$ cat config.mk
export PLATFORM = sky130hd
export DESIGN_NAME = ecam_xlate
export DESIGN_NICKNAME = d
export VERILOG_FILES = /design/src/rtl/ecam_pkg.sv /design/src/rtl/ecam_regs.sv /design/src/rtl/ecam_gate.sv /design/src/rtl/ecam_compose.sv /design/src/rtl/ecam_xlate.sv
export SDC_FILE = /design/constraint.sdc
export NUM_CORES = 1
export LEC_CHECK = 0
export BUFFER_PORTS_ARGS = -buffer_cell sky130_fd_sc_hd__buf_2
export CORE_MARGIN = 2
export CORE_UTILIZATION = 50
export CTS_CLUSTER_SIZE = 40
export DETAILED_ROUTE_END_ITERATION = 12
export PLACE_DENSITY = 0.77
export SLEW_MARGIN = 20
export SYNTH_ARGS = -nofsm -noshare
export SYNTH_HDL_FRONTEND = slang
export SYNTH_SLANG_ARGS = --single-unit
export TNS_END_PERCENT = 30
$ cat constraint.sdc
create_clock -name clk -period 2.9 [get_ports clk]
set_input_delay 0.29 -clock clk [delete_from_list [all_inputs] [get_ports clk]]
set_output_delay 0.29 -clock clk [all_outputs]
set_load 0.02 [all_outputs]
$ cat src/rtl/ecam_pkg.sv
package ecam_pkg;

    typedef enum logic [1:0] {
        ST_IDLE   = 2'd0,
        ST_GRANT  = 2'd1,
        ST_REJECT = 2'd2
    } xl_state_e;

    localparam logic [1:0] IDX_PRESENT = 2'd0;
    localparam logic [1:0] IDX_CTRL    = 2'd1;
    localparam logic [1:0] IDX_BASE_LO = 2'd2;
    localparam logic [1:0] IDX_BASE_HI = 2'd3;

    localparam int CTRL_LAST_LSB = 16;

endpackage

$ cat src/rtl/ecam_regs.sv
module ecam_regs
    import ecam_pkg::*;
#(
    parameter int         SIZE_W       = 5,
    parameter int         SIZE_DEFAULT = 12,
    parameter bit         PRESENT      = 1'b1
) (
    input  logic              clk,
    input  logic              rst_n,
    input  logic              reg_wr,
    input  logic [1:0]        reg_idx,
    input  logic [31:0]       reg_wdata,
    output logic [31:0]       reg_rdata,
    output logic              ctl_en,
    output logic [SIZE_W-1:0] ctl_last,
    output logic [63:0]       win_base
);

    localparam logic [SIZE_W-1:0] LAST_RST = SIZE_W'(SIZE_DEFAULT);

    logic [31:0] base_lo_q;
    logic [31:0] base_hi_q;

    always_ff @(posedge clk) begin
        if (!rst_n) begin
            ctl_en    <= 1'b0;
            ctl_last  <= LAST_RST;
            base_lo_q <= '0;
            base_hi_q <= '0;
        end else if (reg_wr) begin
            unique case (reg_idx)
                IDX_CTRL: begin
                    ctl_en   <= reg_wdata[0];
                    ctl_last <= reg_wdata[CTRL_LAST_LSB +: SIZE_W];
                end
                IDX_BASE_LO: base_lo_q <= reg_wdata;
                IDX_BASE_HI: base_hi_q <= reg_wdata;
                default: ;
            endcase
        end
    end

    assign win_base = {base_hi_q, base_lo_q};

    always_comb begin
        unique case (reg_idx)
            IDX_PRESENT: reg_rdata = {31'd0, PRESENT};
            IDX_CTRL:    reg_rdata = (32'(ctl_last) << CTRL_LAST_LSB) | {31'd0, ctl_en};
            IDX_BASE_LO: reg_rdata = base_lo_q;
            default:     reg_rdata = base_hi_q;
        endcase
    end

endmodule

$ cat src/rtl/ecam_gate.sv
module ecam_gate #(
    parameter int BUS_W    = 8,
    parameter int DEVFN_W  = 8,
    parameter int SIZE_W   = 5,
    parameter int ROOT_BUS = 0
) (
    input  logic               en,
    input  logic [SIZE_W-1:0]  last_bus,
    input  logic               link_up,
    input  logic [BUS_W-1:0]   bus,
    input  logic [DEVFN_W-1:0] devfn,
    output logic               ok
);

    localparam int CMP_W = (BUS_W > SIZE_W) ? BUS_W : SIZE_W;
    localparam logic [BUS_W-1:0] ROOT = BUS_W'(ROOT_BUS);

    logic on_root;
    logic root_fn_bad;
    logic down_blocked;
    logic past_last;

    always_comb begin
        on_root      = (bus == ROOT);
        root_fn_bad  = on_root && (devfn != '0);
        down_blocked = !on_root && !link_up;
        past_last    = CMP_W'(bus) > CMP_W'(last_bus);
        ok           = en && !root_fn_bad && !down_blocked && !past_last;
    end

endmodule

$ cat src/rtl/ecam_compose.sv
module ecam_compose #(
    parameter int BUS_W   = 8,
    parameter int DEVFN_W = 8,
    parameter int REG_W   = 12,
    parameter int ADDR_W  = 64
) (
    input  logic [ADDR_W-1:0]  base,
    input  logic [BUS_W-1:0]   bus,
    input  logic [DEVFN_W-1:0] devfn,
    input  logic [REG_W-1:0]   ofs,
    output logic [ADDR_W-1:0]  addr
);

    localparam int DEV_SHIFT = REG_W;
    localparam int BUS_SHIFT = REG_W + DEVFN_W;
    localparam int OFS_W     = BUS_SHIFT + BUS_W;

    logic [OFS_W-1:0] rel;

    always_comb begin
        rel  = (OFS_W'(bus) << BUS_SHIFT) | (OFS_W'(devfn) << DEV_SHIFT) | OFS_W'(ofs);
        addr = base + ADDR_W'(rel);
    end

endmodule

$ cat src/rtl/ecam_xlate.sv
module ecam_xlate
    import ecam_pkg::*;
#(
    parameter int BUS_W        = 8,
    parameter int DEVFN_W      = 8,
    parameter int REG_W        = 12,
    parameter int SIZE_W       = 5,
    parameter int SIZE_DEFAULT = 12,
    parameter int ROOT_BUS     = 0,
    parameter bit PRESENT      = 1'b1
) (
    input  logic               clk,
    input  logic               rst_n,
    input  logic               reg_wr,
    input  logic [1:0]         reg_idx,
    input  logic [31:0]        reg_wdata,
    output logic [31:0]        reg_rdata,
    input  logic               link_up,
    input  logic               req_valid,
    input  logic [BUS_W-1:0]   req_bus,
    input  logic [DEVFN_W-1:0] req_devfn,
    input  logic [REG_W-1:0]   req_ofs,
    output logic               rsp_valid,
    output logic               rsp_grant,
    output logic               rsp_reject,
    output logic [63:0]        rsp_addr,
    output logic [31:0]        rsp_rdata
);

    localparam int ADDR_W = 64;

    logic              ctl_en;
    logic [SIZE_W-1:0] ctl_last;
    logic [63:0]       win_base;
    logic              req_ok;
    logic [63:0]       xl_addr;
    logic [63:0]       addr_q;
    xl_state_e         state_q;
    xl_state_e         state_d;

    ecam_regs #(
        .SIZE_W      (SIZE_W),
        .SIZE_DEFAULT(SIZE_DEFAULT),
        .PRESENT     (PRESENT)
    ) i_regs (
        .clk      (clk),
        .rst_n    (rst_n),
        .reg_wr   (reg_wr),
        .reg_idx  (reg_idx),
        .reg_wdata(reg_wdata),
        .reg_rdata(reg_rdata),
        .ctl_en   (ctl_en),
        .ctl_last (ctl_last),
        .win_base (win_base)
    );

    ecam_gate #(
        .BUS_W   (BUS_W),
        .DEVFN_W (DEVFN_W),
        .SIZE_W  (SIZE_W),
        .ROOT_BUS(ROOT_BUS)
    ) i_gate (
        .en      (ctl_en),
        .last_bus(ctl_last),
        .link_up (link_up),
        .bus     (req_bus),
        .devfn   (req_devfn),
        .ok      (req_ok)
    );

    ecam_compose #(
        .BUS_W  (BUS_W),
        .DEVFN_W(DEVFN_W),
        .REG_W  (REG_W),
        .ADDR_W (ADDR_W)
    ) i_compose (
        .base (win_base),
        .bus  (req_bus),
        .devfn(req_devfn),
        .ofs  (req_ofs),
        .addr (xl_addr)
    );

    // Next-state decision: every state reacts to a request the same way,
    // so back-to-back requests are taken without a bubble.
    always_comb begin
        unique case (state_q)
            ST_IDLE, ST_GRANT, ST_REJECT: begin
                if (!req_valid)  state_d = ST_IDLE;
                else if (req_ok) state_d = ST_GRANT;
                else             state_d = ST_REJECT;
            end
            default: state_d = ST_IDLE;
        endcase
    end

    // State register and captured address.
    always_ff @(posedge clk) begin
        if (!rst_n) begin
            state_q <= ST_IDLE;
            addr_q  <= '0;
        end else begin
            state_q <= state_d;
            if (req_valid) addr_q <= req_ok ? xl_addr : '0;
        end
    end

    // Outputs from the current state.
    always_comb begin
        rsp_valid  = 1'b0;
        rsp_grant  = 1'b0;
        rsp_reject = 1'b0;
        rsp_addr   = '0;
        rsp_rdata  = '0;
        unique case (state_q)
            ST_IDLE: ;
            ST_GRANT: begin
                rsp_valid = 1'b1;
                rsp_grant = 1'b1;
                rsp_addr  = addr_q;
            end
            ST_REJECT: begin
                rsp_valid  = 1'b1;
                rsp_reject = 1'b1;
                rsp_rdata  = '1;
            end
            default: ;
        endcase
    end

endmodule

==> impl_metrics.yaml, run 1 <==
logic_synthesis:
  syn_nets: 1229
  synth_top_area_share_pct: 30.5
  yosysWarningCount: 0
  synth-edff-count: 0
  synth_seq_cells: 136
  muxShareOfSynthArea_pct: 3.66
  synth_top_cell_by_area: "dfxtp_1"
  async_flop_share_pct: 0
  synth_fa_ha_area_share_pct: 5.28
  avgSynthCellArea_um2: 7.92
  yosysSeqAreaShare_pct: 30.5
  ys.flop_type: "dfxtp_1"
  ys_types: 65
  synth_top_family_by_area: "simple AND/OR/NAND/NOR gates"
  syn_inst: 1125
  synth_compound_area_share_pct: 22.6
  syn_area_um2: 8910
  synthSimpleGateAreaFrac_pct: 26.7
  synthTopCellsByArea: "dfxtp_1, nand2_1, a21boi_0"
  synth_xor_area_share_pct: 3.83
clocking:
  path_clk_slew_ps: 70
  cts.sinks: 136
  cts.htree.levels: 4
  clk-insertion-delay-late_ps: 430
  cts_root_buf: "clkbuf_16"
  cts_tree: "done"
  max-clock-path-buffers: 2
  numCtsBuffers: 17
setup_path:
  critPathRequiredTime_ps: 3270
  critPathMaxFanout: 18
  cp-end-kind: "flip-flop"
  start_kind: "flip-flop"
  worst_ep_arrival_time_ps: 3250
  path_class: "reg -> reg"
timing:
  final.min_clock_period_ps: 2880
  max_freq_mhz: 347
  setup_viol: 0
  drv_slew: 0
  rsz0062_at_grt: "yes"
  slew_headroom_pct: 41.7
  finalHoldViolations: 0
  min_period_over_period_pct: 99.4
  tightest_slew_ps: 874
  clock_skew_ps: 21.0
  fin_setup_tns_ps: 0
grt:
  grt_first_pass_wirelength_um: 40300
  grt_usage_pct: 27.5
  grt_pass1_vias: 7640
  grt_overflow_total: 0
  antenna_found_initial: 0
  grt_start_max_net_pins: 81
power_and_ir_drop:
  total_power_uw: 4640
  p_leak_uw: 0.00463
  ir_drop_mv: 0.434
  power_density_nw_per_um2: 432
layout:
  fillers: 1541
  drive_gt1_share_pct: 24.9
  diodes: 0
  nets: 1391
  area_delta_synth_final_pct: 20.5
hold_path:
  min_path_type: "in -> reg"
drt:
  vias: 8788
  dr.pass1.iters: 7
  wl_um: 26600
  wl_per_cell_um: 17.4
  drc: 0
  viasPerCell: 5.77
  drt_iter0_drc: 972
  detail-route-antenna-nets: 0
floorplanning:
  die_x_um: 138
  ios: 198
  rows: 48
  fp.dieH_um: 138
  core_um2: 17400
  die-area_um2: 18900
  initial_core_util_pct: 51.4
run:
  cap_violations: 0
run_status:
  status: "complete, no violations"
place:
  io_buffers: 197
  place_hpwl_um: 19800
  gp_congestion: 0.947
flip-flops by register name (all words and copies together) (netlist names):
signal            cells
addr_q               64
i_regs.base_hi_q     32
i_regs.base_lo_q     32
i_regs.ctl_en         1
i_regs.ctl_last       5
state_q               2
cells in the mapped netlist (all sizes together), types with 5 or more instances:
cell,count
dfxtp,136
a2111o,8
a32oi,15
a21o,12
buf,43
and4,8
nor2,29
and2,68
a21boi,87
a211oi,10
a31oi,5
ha,36
mux2,5
o21ai,44
xnor2,33
nand2,194
nor2b,36
nand3,56
nor4,7
o21a,11
clkbuf,72
nand2b,21
nand4,23
and3,10
nor3,6
xor2,6
inv,24
a22o,6
o2111ai,12
a21oi,27
o31ai,5
o211ai,14
mux2i,27
worst max-delay path: stages (launching register included):
cell and delay, ps:
dfxtp_1 350, nand3_1 210, nor2_2 360, and4_1 380, and3_1 280, and3_1 270, o211ai_2 380, a2111o_1 520
nand3_1 70
where the power goes:
| group | internal [µW] | leakage, µW | switching (µW) |
|---|---|---|---|
| Clock | 1180 | 0.000256 | 865 |
| Sequential | 1900 | 0.00110 | 40.7 |
| Combinational | 256 | 0.00327 | 395 |
cells in the final DEF (no fill, tap or decap), drive strengths merged, types with 6 or more instances in the layout:
cell     instances
dfxtp          136
nor4             7
mux2i           27
nor2            29
a21boi          87
a2111o           8
nand3           56
nand2b          21
a21oi           27
and3            10
nor2b           36
and4             8
o21ai           44
nand4           23
nor3             6
buf            258
xnor2           33
ha              36
and2            68
o2111ai         12
xor2             6
a21o            12
inv             28
o211ai          14
clkbuf          18
a22o             6
a32oi           15
nand2          194
a211oi          10
o21a            11
metrics by stage:
| step | utilization [%] | worst slack [ps] | instance area [µm²] | cells | hold slack, ps |
|---|---|---|---|---|---|
| final | 61.9 | 18.7 | 10700 | 1524 | 117 |
| after CTS | 61.3 | -18.5 | 10600 | 1517 | 108 |
| after global routing | 61.9 | -98.1 | 10700 | 1524 | 124 |
| after global placement | 58.1 | -5.82 | 10100 | 1486 | 428 |
| after detailed placement | 58.1 | -81.2 | 10100 | 1486 | 436 |
| after floorplan | - | 163 | 8910 | 1125 | 417 |
logic make-up after synthesis:
| group | after synthesis |
|---|---|
| xor gates and xnor gates | 39 |
| muxes | 32 |
| and+or+nand+nor | 471 |
| AOI/OAI and AO/OA | 271 |
| DFF | 136 |
| adders and majority gates | 37 |
| buffers and inverters | 139 |
final cells by class:
| class | count | area, µm² | area share [%] |
|---|---|---|---|
| Multi-Input combinational cell | 850 | 5600 | 52.1 |
| Clock buffer | 18 | 429 | 3.99 |
| Inverter | 24 | 90.1 | 0.839 |
| Timing Repair Buffer | 258 | 1490 | 13.9 |
| Tap cell | 225 | 282 | 2.62 |
| Sequential cell | 136 | 2730 | 25.4 |
| Clock inverter | 13 | 121 | 1.13 |
final timing paths:
check	end	startpoint	slack [ps]	cells after the start
worst max-delay path	addr_q[54]	i_regs.base_hi_q[3]	20	8
worst min-delay path	i_regs.base_lo_q[14]	reg_wdata[14]	120	3
worst max register to register	addr_q[54]	i_regs.base_hi_q[3]	20	8
worst min register to register	addr_q[51]	addr_q[51]	440	2
routing by layer:
| layer | wire length (µm) | track usage, % |
|---|---|---|
| met5 | 0 | 0 |
| met1 | 11800 | 39.5 |
| met4 | 727 | 9.85 |
| met2 | 11700 | 41.4 |
| met3 | 2370 | 4.56 |
timing repair:
action,in CTS,in global routing
pin swaps,2,10
buffers inserted,0,7
hold buffers,0,0
endpoints found under the setup margin,10,27
gates resized for setup,4,10
No activity file was read; power rests on OpenSTA's default activity.
==> inputs of run 2 (changes only) <==
- CORE_UTILIZATION: 50 -> 51
- CTS_BUF_LIST: default -> sky130_fd_sc_hd__clkbuf_4 sky130_fd_sc_hd__clkbuf_8
- PLACE_DENSITY: 0.77 -> 0.79
==> impl_metrics.yaml, run 2 (same netlist as run 1, synthesis figures left out) <==
floorplanning:
  fp.dieH_um: 136
  initial_core_util_pct: 51.9
  die-area_um2: 18600
  ios: 198
  die_x_um: 136
  core_um2: 17200
  rows: 48
grt:
  grt_usage_pct: 28.1
  grt_pass1_vias: 7790
  grt_overflow_total: 0
  grt_first_pass_wirelength_um: 40300
  grt_start_max_net_pins: 69
  antenna_found_initial: 0
drt:
  vias: 8772
  wl_per_cell_um: 17.4
  dr.pass1.iters: 8
  wl_um: 26500
  drc: 0
  drt_iter0_drc: 1031
  viasPerCell: 5.76
  detail-route-antenna-nets: 0
layout:
  final_common_cell: "buf_2"
  top_regs: "addr_q: 64 flops, i_regs.base_hi_q: 32 flops, i_regs.base_lo_q: 32 flops"
  diodes: 0
  fillers: 1574
  drive_gt1_share_pct: 25.1
  stdcell_area_um2: 10600
  top_register: "addr_q"
  most-common-layout-cells: "buf_2, nand2_1, dfxtp_1"
  largest_register_ffs: 64
  area_delta_synth_final_pct: 19.4
  nets: 1391
timing:
  slew_headroom_pct: 47.9
  drv_slew: 0
  worst_slack_ps: 6.79
  setup_viol: 0
  tightest_slew_ps: 779
  min_period_over_period_pct: 99.8
  fin_setup_tns_ps: 0
  final.min_clock_period_ps: 2890
  max_freq_mhz: 346
  finalHoldViolations: 0
  rsz0062_at_grt: "yes"
  clock_skew_ps: 20.6
clocking:
  max-clock-path-buffers: 2
  path_clk_slew_ps: 90
  cts.sinks: 136
  clk-insertion-delay-late_ps: 460
  cts_root_buf: "clkbuf_8"
  cts_tree: "done"
  numCtsBuffers: 17
  hold_buffers: 0
  cts.htree.levels: 4
run_status:
  status: "complete, no violations"
place:
  io_buffers: 197
  gp_congestion: 0.947
  place_hpwl_um: 19900
  dpl_cell_area_um2: 10100
  pre_cts_slack_ps: -85.5
power_and_ir_drop:
  power_density_nw_per_um2: 410
  ir_drop_mv: 0.289
  total_power_uw: 4370
  p_leak_uw: 0.00458
setup_path:
  cp-end-kind: "flip-flop"
  reg2reg_to: "addr_q[62]"
  critPathRequiredTime_ps: 3300
  r2r_slack_ps: 7
  r2r_cells: 12
  path_class: "reg -> reg"
  start_kind: "flip-flop"
  rr_startpoint: "i_regs.base_lo_q[0]"
  critPathMaxFanout: 17
  worst_ep_arrival_time_ps: 3290
hold_path:
  min_from: "reg_wdata[11]"
  hold_end: "i_regs.base_lo_q[11]"
  holdPathStages: 3
  min_path_type: "in -> reg"
run:
  cap_violations: 0
## run 2: routing by layer
layer / wire [µm] / vias to the layer above / GRT usage [%] / part of all wire [%]
li1: - / 4251 / - / -
met1: 11400 / 4074 / 39.2 / 43
met2: 12000 / 383 / 42.4 / 45
met3: 2240 / 64 / 5.41 / 8.5
met4: 849 / 0 / 11.8 / 3.2
met5: 0 / - / 0 / 0
## run 2: power by group
part | internal (µW) | switching (µW)
Combinational | 257 | 395
Clock | 1000 | 769
Sequential | 1900 | 42.7
Total | 3160 | 1210
## run 2: stage by stage
stage	utilization [%]	cells	hold WS, ps
after floorplan	-	1125	417
after global placement	58.7	1488	427
after detailed placement	58.7	1488	435
after CTS	61.4	1521	61.4
after global routing	62.0	1524	69.6
final	62.0	1524	81.7
## run 2: worst max-delay path by stage
stage,startpoint,to,slack [ps],cells after the start
floorplan,i_regs.base_lo_q[0],addr_q[46],160,12
global placement,req_ofs[0],addr_q[36],-40,13
detailed placement,req_ofs[0],addr_q[28],-90,13
CTS,i_regs.base_lo_q[1],addr_q[36],0.6,11
global route,i_regs.base_lo_q[0],addr_q[58],-50,12
finish,i_regs.base_lo_q[0],addr_q[62],7,12
## run 2: worst max-delay path, cell delays in order (launching register included)
cell,delay (ps)
dfxtp_2,350
ha_4,140
inv_2,50
fa_2,420
nor2b_4,160
o2111ai_4,170
a21oi_4,260
o311ai_4,120
a311oi_4,360
o2111ai_2,170
buf_12,190
a2111o_1,360
nand3_1,70
## run 2: final cells by class
cell class / count / area [µm²] / area share, %
timing repair buffer: 258 / 1500 / 14.1
multi-input combinational: 850 / 5610 / 52.7
clock buffer: 21 / 277 / 2.60
tap: 225 / 282 / 2.64
clock inverter: 10 / 166 / 1.56
sequential: 136 / 2720 / 25.6
inverter: 24 / 90.1 / 0.846
## run 2: timing repair
action | in CTS | in global routing
buffers inserted | 2 | 3
setup endpoints to repair | 11 | 21
pin swaps | 1 | 11
resized for setup | 0 | 16
==> inputs of run 3 (changes only) <==
- CORE_MARGIN: 2 -> default
==> impl_metrics.yaml, run 3 (same netlist as run 1, synthesis figures left out) <==
run_status:
  status: "complete, no violations"
setup_path:
  cp_common_cell: "o2111ai_2"
  start_kind: "flip-flop"
  path_class: "reg -> reg"
  cp-end-kind: "flip-flop"
  worst_ep_arrival_time_ps: 3230
  startpoint: "i_regs.base_lo_q[0]"
  worst-path-buf-inv: 2
  cpPeakStageDelay_ps: 380
  critPathRequiredTime_ps: 3290
  cpLargestDelayFamily: "compound AO/OA/AOI/OAI gates"
  rr_startpoint: "i_regs.base_lo_q[0]"
  path_cells: "ha_4, inv_2, fa_2, nor2b_4, o2111ai_2, a21oi_2, o311ai_4, a311oi_4, o2111ai_2, buf_12, a2111o_1, nand3_1"
  critPathMaxFanout: 18
  crit_slowest_cell: "fa_2"
drt:
  drc: 0
  vias: 8706
  wirelength_met1_um: 11500
  dr_wl_met2_um: 11700
  met3WireLength_um: 2610
  dr.pass1.iters: 6
  drt_iter0_drc: 851
  detail-route-antenna-nets: 0
  wl_per_cell_um: 17.3
  viasPerCell: 5.71
  wl_um: 26400
  highest_layer: "met5"
layout:
  drive_gt1_share_pct: 25.3
  top_regs: "addr_q: 64 flops, i_regs.base_hi_q: 32 flops, i_regs.base_lo_q: 32 flops"
  diodes: 0
  stdcell_area_um2: 10700
  nets: 1398
  top_register: "addr_q"
  most-common-layout-cells: "buf_2, nand2_1, dfxtp_1"
  area_delta_synth_final_pct: 19.6
  largest_register_ffs: 64
  final_common_cell: "buf_2"
timing:
  setup_viol: 0
  max_freq_mhz: 353
  min_period_over_period_pct: 97.7
  tightest_slew_ps: 716
  holdWs_ps: 83.4
  finalHoldViolations: 0
  drv_slew: 0
  clock_skew_ps: 13.0
  rsz0062_at_grt: "yes"
  slew_headroom_pct: 52.2
  worst_slack_ps: 65.5
  final.min_clock_period_ps: 2830
clocking:
  cts.htree.levels: 4
  clk-insertion-delay-late_ps: 460
  cts_tree: "done"
  cts.sinks: 136
  cts_root_buf: "clkbuf_8"
  numCtsBuffers: 17
  path_clk_slew_ps: 80
  max-clock-path-buffers: 2
hold_path:
  min_path_type: "in -> reg"
  min_from: "reg_wdata[8]"
grt:
  grt_pass1_vias: 7559
  grt_start_max_net_pins: 76
  grt_first_pass_wirelength_um: 40700
  antenna_found_initial: 1
  grt_overflow_total: 0
  grt_usage_pct: 29.1
power_and_ir_drop:
  p_leak_uw: 0.00459
  power_density_nw_per_um2: 395
  ir_drop_mv: 0.278
floorplanning:
  die-area_um2: 18000
  fp.dieH_um: 134
  ios: 198
  rows: 47
  core_um2: 16800
  die_x_um: 134
  initial_core_util_pct: 53.0
run:
  cap_violations: 0
place:
  place_hpwl_um: 20100
  pre_cts_slack_ps: -39.3
  dpl_cell_area_um2: 10200
  io_buffers: 197
  gp_congestion: 0.955
run 3: timing repair:
item / in CTS / in global routing
buffers inserted: 2 / 2
pin swaps: 1 / 12
gates resized for setup: 1 / 13
setup endpoints to repair: 2 / 25
hold buffers: 0 / 0
run 3: area by class of cell:
class                   count  area, µm²
fillers                  1485       6160
clock inverters            12        143
clock buffers              19        262
repair buffers            265       1560
well taps                 220        275
flip-flops and latches    136       2720
inverters                  24       90.1
multi-input cells         850       5600
run 3: worst paths after layout:
| kind | slack (ps) | cells past startpoint | endpoint |
|---|---|---|---|
| max | 70 | 12 | addr_q[48] |
| min | 80 | 3 | i_regs.base_lo_q[8] |
| max reg2reg | 70 | 12 | addr_q[48] |
| min reg2reg | 450 | 2 | addr_q[41] |
run 3: stage by stage:
stage	util, %	total power (µW)	std cells	setup TNS, ps
after global placement	60.4	2610	1491	-2.52
final	63.4	4210	1526	0
after global routing	63.4	4360	1526	-169
after detailed placement	60.4	2610	1491	-88.9
after CTS	62.9	4200	1524	0
after floorplan	-	2400	1125	0
run 3: power breakdown:
group          switching (µW)  internal [µW]
Clock                     796            817
Sequential               38.5           1900
Combinational             395            262
run 3: tightest hold or removal path: stages:
cell and delay (ps):
buf_2 100, nand2_1 40, a21boi_0 60
run 3: routing by layer:
layer / vias to the layer above / global-route usage, %
met5: - / 0
met4: 2 / 9.61
met3: 42 / 5.59
met2: 411 / 44.1
met1: 3989 / 41.3
li1: 4262 / -
